## src/rtl/servo_pwm_pkg.sv

```systemverilog
// Package: shared defaults and the width-limiting function for the servo pulse generator.
// Assumes callers pass bounds with lo <= hi.
package servo_pwm_pkg;

    localparam int unsigned DEF_FRAME_LEN = 20000;
    localparam int unsigned DEF_MIN_US    = 1000;
    localparam int unsigned DEF_MAX_US    = 2000;
    localparam int unsigned DEF_RESET_US  = 1500;
    localparam int unsigned DEF_CMD_W     = 12;

    // Limit a requested width to the closed range [lo, hi].
    function automatic int unsigned limit_width(int unsigned v, int unsigned lo, int unsigned hi);
        if (v < lo)      return lo;
        else if (v > hi) return hi;
        else             return v;
    endfunction

endpackage

```

## src/rtl/servo_cmd_clamp.sv

```systemverilog
// Module: limits a raw microsecond command to the legal servo range.
// Purely combinational. Assumes MAX_US fits in CMD_W bits.
module servo_cmd_clamp #(
    parameter int unsigned CMD_W  = servo_pwm_pkg::DEF_CMD_W,
    parameter int unsigned MIN_US = servo_pwm_pkg::DEF_MIN_US,
    parameter int unsigned MAX_US = servo_pwm_pkg::DEF_MAX_US
) (
    input  logic [CMD_W-1:0] raw_i,
    output logic [CMD_W-1:0] width_o
);

    // Map the incoming code onto [MIN_US, MAX_US].
    always_comb begin
        width_o = CMD_W'(servo_pwm_pkg::limit_width(32'(raw_i), MIN_US, MAX_US));
    end

endmodule

```

## src/rtl/servo_frame_counter.sv

```systemverilog
// Module: frame counter that runs from 0 to FRAME_LEN-1 and then rolls over.
// Moves only when adv_i is high. Assumes CNT_W can hold FRAME_LEN-1.
module servo_frame_counter #(
    parameter int unsigned FRAME_LEN = servo_pwm_pkg::DEF_FRAME_LEN,
    parameter int unsigned CNT_W     = $clog2(FRAME_LEN)
) (
    input  logic             clk,
    input  logic             rst_n,
    input  logic             adv_i,
    output logic [CNT_W-1:0] cnt_o,
    output logic             wrap_o
);

    localparam logic [CNT_W-1:0] LAST = CNT_W'(FRAME_LEN - 1);

    logic [CNT_W-1:0] cnt_q;

    assign wrap_o = adv_i && (cnt_q == LAST);
    assign cnt_o  = cnt_q;

    // Step the count on each advance and restart it at the end of the frame.
    always_ff @(posedge clk) begin
        if (!rst_n)      cnt_q <= '0;
        else if (wrap_o) cnt_q <= '0;
        else if (adv_i)  cnt_q <= cnt_q + 1'b1;
    end

endmodule

```

## src/rtl/servo_width_regs.sv

```systemverilog
// Module: pending and active pulse-width registers.
// The pending register takes every strobed command. The active register copies it
// only on a rollover, so no frame mixes two widths.
module servo_width_regs #(
    parameter int unsigned CMD_W    = servo_pwm_pkg::DEF_CMD_W,
    parameter int unsigned RESET_US = servo_pwm_pkg::DEF_RESET_US
) (
    input  logic             clk,
    input  logic             rst_n,
    input  logic             load_i,
    input  logic [CMD_W-1:0] width_i,
    input  logic             wrap_i,
    output logic [CMD_W-1:0] active_o
);

    localparam logic [CMD_W-1:0] RST_W = CMD_W'(RESET_US);

    logic [CMD_W-1:0] pend_q;
    logic [CMD_W-1:0] act_q;

    // Capture each limited command into the pending register.
    always_ff @(posedge clk) begin
        if (!rst_n)      pend_q <= RST_W;
        else if (load_i) pend_q <= width_i;
    end

    // Move the pending width into use at the frame boundary only.
    always_ff @(posedge clk) begin
        if (!rst_n)      act_q <= RST_W;
        else if (wrap_i) act_q <= pend_q;
    end

    assign active_o = act_q;

endmodule

```

## src/rtl/servo_pulse_compare.sv

```systemverilog
// Module: compares the frame count with the rise threshold (frame length minus width).
// Output is combinational from registered state, so it is glitch-free per cycle.
module servo_pulse_compare #(
    parameter int unsigned FRAME_LEN = servo_pwm_pkg::DEF_FRAME_LEN,
    parameter int unsigned CNT_W     = $clog2(FRAME_LEN),
    parameter int unsigned CMD_W     = servo_pwm_pkg::DEF_CMD_W
) (
    input  logic [CNT_W-1:0] cnt_i,
    input  logic [CMD_W-1:0] width_i,
    output logic             pwm_o,
    output logic             start_o
);

    localparam int unsigned MW = ((CNT_W > CMD_W) ? CNT_W : CMD_W) + 1;

    logic [MW-1:0] rise_at;

    // The line is high from the rise threshold to the end of the frame.
    always_comb begin
        rise_at = MW'(FRAME_LEN) - MW'(width_i);
        pwm_o   = MW'(cnt_i) >= rise_at;
        start_o = (cnt_i == '0);
    end

endmodule

```

## src/rtl/servo_pulse_gen.sv

```systemverilog
// Module: top level of the servo pulse generator.
// Assumes MIN_US <= RESET_US <= MAX_US < FRAME_LEN and that MAX_US fits in CMD_W bits.
// The counter moves on each clock edge where tick_1mhz and en are both high.
module servo_pulse_gen #(
    parameter int unsigned FRAME_LEN = servo_pwm_pkg::DEF_FRAME_LEN,
    parameter int unsigned MIN_US    = servo_pwm_pkg::DEF_MIN_US,
    parameter int unsigned MAX_US    = servo_pwm_pkg::DEF_MAX_US,
    parameter int unsigned RESET_US  = servo_pwm_pkg::DEF_RESET_US,
    parameter int unsigned CMD_W     = servo_pwm_pkg::DEF_CMD_W
) (
    input  logic             clk,
    input  logic             rst_n,
    input  logic             tick_1mhz,
    input  logic             en,
    input  logic             cmd_valid,
    input  logic [CMD_W-1:0] cmd_us,
    output logic             pwm_out,
    output logic             frame_start
);

    localparam int unsigned CNT_W = $clog2(FRAME_LEN);

    logic             adv;
    logic             wrap;
    logic [CNT_W-1:0] cnt_q;
    logic [CMD_W-1:0] lim_w;
    logic [CMD_W-1:0] act_w;

    assign adv = tick_1mhz && en;

    servo_cmd_clamp #(.CMD_W(CMD_W), .MIN_US(MIN_US), .MAX_US(MAX_US)) u_clamp (
        .raw_i   (cmd_us),
        .width_o (lim_w)
    );

    servo_frame_counter #(.FRAME_LEN(FRAME_LEN), .CNT_W(CNT_W)) u_cnt (
        .clk    (clk),
        .rst_n  (rst_n),
        .adv_i  (adv),
        .cnt_o  (cnt_q),
        .wrap_o (wrap)
    );

    servo_width_regs #(.CMD_W(CMD_W), .RESET_US(RESET_US)) u_width (
        .clk      (clk),
        .rst_n    (rst_n),
        .load_i   (cmd_valid),
        .width_i  (lim_w),
        .wrap_i   (wrap),
        .active_o (act_w)
    );

    servo_pulse_compare #(.FRAME_LEN(FRAME_LEN), .CNT_W(CNT_W), .CMD_W(CMD_W)) u_cmp (
        .cnt_i   (cnt_q),
        .width_i (act_w),
        .pwm_o   (pwm_out),
        .start_o (frame_start)
    );

endmodule

```

## config.mk

```make
export PLATFORM = sky130hd
export DESIGN_NAME = servo_pulse_gen
export DESIGN_NICKNAME = d
export VERILOG_FILES = /design/src/rtl/servo_pwm_pkg.sv /design/src/rtl/servo_cmd_clamp.sv /design/src/rtl/servo_frame_counter.sv /design/src/rtl/servo_width_regs.sv /design/src/rtl/servo_pulse_compare.sv /design/src/rtl/servo_pulse_gen.sv
export SDC_FILE = /design/constraint.sdc
export NUM_CORES = 1
export LEC_CHECK = 0
export BUFFER_PORTS_ARGS = -buffer_cell sky130_fd_sc_hd__buf_2
export CORE_MARGIN = 5
export CORE_UTILIZATION = 60
export DETAILED_ROUTE_END_ITERATION = 12
export MAX_ROUTING_LAYER = met4
export PLACE_DENSITY = 0.8
export RECOVER_POWER = 100
export SLEW_MARGIN = 30
export SYNTH_ARGS = -nofsm -noshare
export SYNTH_HDL_FRONTEND = slang
export SYNTH_SLANG_ARGS = --single-unit
```

## constraint.sdc

```tcl
create_clock -name clk -period 6.7 [get_ports clk]
set_input_delay 1.005 -clock clk [delete_from_list [all_inputs] [get_ports clk]]
set_output_delay 1.005 -clock clk [all_outputs]
set_load 0.02 [all_outputs]
```

==> tab_implementation.tex <==
\begin{tabular}{lr}
\hline
Metric & Value \\
\hline
\multicolumn{2}{l}{\textbf{Status}} \\
\quad Run status & complete, but fails checks \\
\quad Violations in the final reports & max-capacitance violations, max-slew violations \\
\multicolumn{2}{l}{\textbf{Finish}} \\
\quad Area of all placed cells without fillers & $\sim$2500 µm² \\
\quad Sequential cell area & 781 µm² \\
\quad Nets & 328 \\
\quad Number of diodes & 0 \\
\quad Fraction of layout instances using a drive strength above 1 & 7.48\% \\
\quad Fill cell count & 309 \\
\quad Multi-input logic area & 1350 µm² \\
\quad Relative area change from synthesis to final layout & 8.62\% \\
\multicolumn{2}{l}{\textbf{Place}} \\
\quad Half-perimeter wire length after placement & 3.46 mm \\
\quad Placement Setup Slack & 3.14 ns \\
\quad GP Congestion & 0.849 \\
\quad Cell area reported after detailed placement & 2370 µm² \\
\quad Number of port buffers & 18 \\
\multicolumn{2}{l}{\textbf{Drt}} \\
\quad DR pass1 iterations & 4 \\
\quad Antenna viol nets, final & 0 \\
\quad Drt drc & 0 \\
\quad Wirelength, routed & roughly 4.6 mm \\
\quad Routed WL per cell & 13.5 µm \\
\quad Initial detailed-routing violation count & 180 \\
\quad Via count of the routed design & 2016 \\
\quad Avg Vias per Cell & 5.89 \\
\multicolumn{2}{l}{\textbf{Global routing}} \\
\quad Largest net degree at the start of global routing & 20 \\
\quad Final global-route overflow total & 0 \\
\quad GRT Resource Usage Total & around 19\% \\
\quad Antenna violations before repair & 0 \\
\quad Global-route wire length before repair & 7.82 mm \\
\quad Via count of the first global-routing pass & between 1500 and 2000 \\
\multicolumn{2}{l}{\textbf{Floorplanning}} \\
\quad Area of the placeable core & $\sim$3700 µm² \\
\quad Full die area & 5130 µm² \\
\quad Initial core utilization & 62.2\% \\
\quad Row count & 22 \\
\quad Height of the die & 71.6 µm \\
\quad Die X-Extent & 71.6 µm \\
\quad I/O pins & 19 \\
\multicolumn{2}{l}{\textbf{Logic synthesis}} \\
\quad Syn\_nets & 313 \\
\quad Count of cell types in the netlist & between 40 and 50 \\
\quad Share of synthesized area occupied by flip-flops and latches & 34.3\% \\
\quad Yosys warns & 0 \\
\quad Share of flip-flops with an asynchronous set or reset & 0\% \\
\quad Number of enable flip-flop cells after synthesis & 0 \\
\quad Mean instance size in the synthesized netlist & 8.20 µm² \\
\quad Flip-flop cell with the highest count after synthesis & sky130\_fd\_sc\_hd\_\_dfxtp\_1 \\
\quad Synthesis-stage register bit count & 39 \\
\quad Post-Syn Instances & 278 \\
\quad Cell area after synthesis & about 2300 µm² \\
\multicolumn{2}{l}{\textbf{Timing}} \\
\quad Unrepaired setup endpoints after global routing & false \\
\quad Largest clock skew in the final design & 0.00240 ns \\
\quad Share of the cycle needed by the critical path after routing & 60.2\% \\
\quad Number of endpoints failing setup at the final stage & 0 \\
\quad Setup\_tns & 0 ns \\
\quad Post-layout min period & 4.03 ns \\
\quad Maximum clock rate & 248 MHz \\
\quad PnR worst setup slack & 2.67 ns \\
\quad Final hold viol count & 0 \\
\quad Transition at the pin with the smallest max-transition slack & 1.57 ns \\
\quad Final slew viol count & 16 \\
\quad Relative slew slack & -5.84\% \\
\multicolumn{2}{l}{\textbf{Power and ir drop}} \\
\quad Leakage & 0.950 nW \\
\quad Total power after layout & 0.000496 W \\
\quad Reported net switching power & 0.000102 W \\
\quad Portion of total power attributed to sequential cells & 47.9\% \\
\quad Sw frac & about a fifth \\
\quad Worst-case vdd ir drop & 0.000194 V \\
\quad Pwr/cell area & 200 nW/µm² \\
\quad P\_int & 0.000394 W \\
\quad Combinational share of power & around 5.4\% \\
\quad Clock network fraction of design power & 46.7\% \\
\multicolumn{2}{l}{\textbf{Clock tree}} \\
\quad Post-CTS Repair Setup Buffers & 0 \\
\quad Clock buffers created by TritonCTS & 5 \\
\quad Clock tree buffer depth & 2 \\
\quad Cts repair resizes & 0 \\
\quad Clock insertion delay at the later pin of the skew report & 0.29 ns \\
\quad Root Buffer Master & sky130\_fd\_sc\_hd\_\_clkbuf\_8 \\
\quad Hold-fix buffer count after cts & 0 \\
\quad CTS tree & built \\
\quad Clock Sink Count & 39 \\
\quad H-tree depth & 2 \\
\quad Clock transition at the registers of the reported paths & 0.07 ns \\
\multicolumn{2}{l}{\textbf{Worst hold path}} \\
\quad Path category of the worst min-delay check & reg -> reg \\
\multicolumn{2}{l}{\textbf{Worst setup path}} \\
\quad Number of buffer and inverter stages on the critical path & 3 \\
\quad CP max FO & 5 \\
\quad Launching element type of the critical path & flip-flop \\
\quad Data arrival time at the worst-slack endpoint & 3.03 ns \\
\quad Capturing element type of the critical path & output port \\
\quad Delay of the slowest cell on the worst path & about 0.7 ns \\
\quad Required time worst endpoint & 5.69 ns \\
\quad Gate family responsible for the most delay along the worst path & compound AO/OA/AOI/OAI gates \\
\quad Cell with the biggest individual delay on the critical path & sky130\_fd\_sc\_hd\_\_o41ai\_1 \\
\quad Crit path kind & reg -> out \\
\quad List of cells traversed by the critical path & inv\_1 -> ha\_1 -> inv\_1 -> o41ai\_1 -> a21boi\_0 -> xor2\_1 -> ha\_1 -> and4\_1 -> nand4\_1 -> o211ai\_1 -> clkbuf\_1 \\
\multicolumn{2}{l}{\textbf{Flow run}} \\
\quad Max-cap violations & 1 \\
\hline
\end{tabular}
placed cells by master, fill, tap and decap left out, types with 3 or more instances in the layout:
master | Yosys | final
sky130_fd_sc_hd__ha_1 | 18 | 18
sky130_fd_sc_hd__nand4_1 | 8 | 8
sky130_fd_sc_hd__dfxtp_1 | 39 | 39
sky130_fd_sc_hd__nor2_1 | 31 | 31
sky130_fd_sc_hd__a21o_1 | 3 | 3
sky130_fd_sc_hd__a21oi_1 | 13 | 13
sky130_fd_sc_hd__nand2b_1 | 3 | 3
sky130_fd_sc_hd__clkbuf_1 | 5 | 6
sky130_fd_sc_hd__buf_2 | 1 | 13
sky130_fd_sc_hd__nand3_1 | 13 | 13
sky130_fd_sc_hd__clkbuf_8 | 0 | 5
sky130_fd_sc_hd__xnor2_1 | 18 | 18
sky130_fd_sc_hd__nor4_1 | 7 | 8
sky130_fd_sc_hd__xor2_1 | 5 | 5
sky130_fd_sc_hd__o21ai_0 | 21 | 27
sky130_fd_sc_hd__nor3_1 | 10 | 10
sky130_fd_sc_hd__o311ai_1 | 6 | 6
sky130_fd_sc_hd__nand2_1 | 18 | 18
sky130_fd_sc_hd__inv_1 | 18 | 18
sky130_fd_sc_hd__a211oi_1 | 3 | 3
per-stage QoR:
stage / utilization, % / std cells / hold WS [ns]
2_1_floorplan: - / 278 / 0.417
3_3_place_gp: 64.6 / 334 / 0.443
3_5_place_dp: 64.6 / 334 / 0.448
4_1_cts: 68.3 / 342 / 0.460
5_1_grt: 67.6 / 342 / 0.484
6_report: 67.6 / 342 / 0.452
final cells by class:
| cell class | instances | area share, % |
|---|---|---|
| flip-flops and latches | 39 | 31.5 |
| clock inverters | 2 | 2.43 |
| multi-input cells | 210 | 54.4 |
| clock buffers | 6 | 2.93 |
| repair buffers | 18 | 3.39 |
| inverters | 19 | 2.88 |
| well taps | 48 | 2.43 |
cells by family (layout without fill, tap and decap cells):
family | count (synthesis) | after routing | synth area share (%)
buf+inv | 29 | 45 | 5.88
simple gates | 104 | 104 | 22.9
mux | 1 | 1 | 0.439
xor+xnor | 23 | 23 | 8.84
fa+ha+maj | 18 | 18 | 9.88
compound gates | 64 | 64 | 17.8
flops | 39 | 39 | 34.3
metal layers:
layer / vias to the layer above / GRT usage, % / routed length (µm)
met5: - / - / 0
met4: 0 / 5.85 / 82
met3: 8 / 4.63 / 197
met2: 43 / 29.2 / 2090
met1: 934 / 26.0 / 2250
li1: 1031 / - / -
worst paths after layout:
check,from,end,slack (ns),cells past startpoint
min,u_width.pend_q[11]$_SDFFE_PN0P_,u_width.pend_q[11]$_SDFFE_PN0P_,0.45,2
min reg2reg,u_width.pend_q[11]$_SDFFE_PN0P_,u_width.pend_q[11]$_SDFFE_PN0P_,0.45,2
max,u_width.active_o[0]$_SDFFE_PN0P_,pwm_out,2.67,11
max reg2reg,u_cnt.cnt_o[5]$_SDFFE_PP0P_,u_cnt.cnt_o[9]$_SDFFE_PP0P_,3.52,4
power groups by stage:
| stage | logic [W] | clock network (W) | registers, W |
|---|---|---|---|
| 2_1_floorplan | 0.0000168 | 0 | 0.000242 |
| 3_3_place_gp | 0.0000273 | 0 | 0.000243 |
| 3_5_place_dp | 0.0000275 | 0 | 0.000243 |
| 4_1_cts | 0.0000276 | 0.000235 | 0.000237 |
| 5_1_grt | 0.0000306 | 0.000247 | 0.000238 |
| 6_report | 0.0000268 | 0.000232 | 0.000237 |
registers in the layout, indices dropped and copies added, names as in the netlist:
| signal | flops |
|---|---|
| u_cnt.cnt_o | 15 |
| u_width.pend_q | 12 |
| u_width.active_o | 12 |
cell usage after synthesis, types with 2 or more instances:
master	count	area share, %
sky130_fd_sc_hd__nor4_1	7	1.9
sky130_fd_sc_hd__a32oi_1	2	0.77
sky130_fd_sc_hd__ha_1	18	9.9
sky130_fd_sc_hd__xnor2_1	18	6.9
sky130_fd_sc_hd__nor2b_1	2	0.55
sky130_fd_sc_hd__a21oi_1	13	2.9
sky130_fd_sc_hd__a21o_1	3	0.99
sky130_fd_sc_hd__and3_1	2	0.55
sky130_fd_sc_hd__a211oi_1	3	0.99
sky130_fd_sc_hd__xor2_1	5	1.9
sky130_fd_sc_hd__nand4_1	8	2.2
sky130_fd_sc_hd__nand3_1	13	2.9
sky130_fd_sc_hd__or2_2	2	0.55
sky130_fd_sc_hd__dfxtp_1	39	34
sky130_fd_sc_hd__nand2b_1	3	0.82
sky130_fd_sc_hd__nor3_1	10	2.2
sky130_fd_sc_hd__nand2_1	18	3.0
sky130_fd_sc_hd__o21ai_0	21	4.6
sky130_fd_sc_hd__inv_1	18	3.0
sky130_fd_sc_hd__o311ai_1	6	2.3
sky130_fd_sc_hd__and4_1	2	0.77
sky130_fd_sc_hd__o21ai_1	6	1.3
sky130_fd_sc_hd__nor2_1	31	5.1
sky130_fd_sc_hd__buf_6	3	1.5
sky130_fd_sc_hd__clkbuf_1	5	0.82
worst register-to-register path, cell delays in order (launching register included):
cell                      delay, ns
sky130_fd_sc_hd__dfxtp_1       0.38
sky130_fd_sc_hd__or4_4         0.56
sky130_fd_sc_hd__or3b_1        0.60
sky130_fd_sc_hd__o21ai_0       1.29
sky130_fd_sc_hd__nor2_1        0.17
No activity file was read; power rests on OpenSTA's default activity.
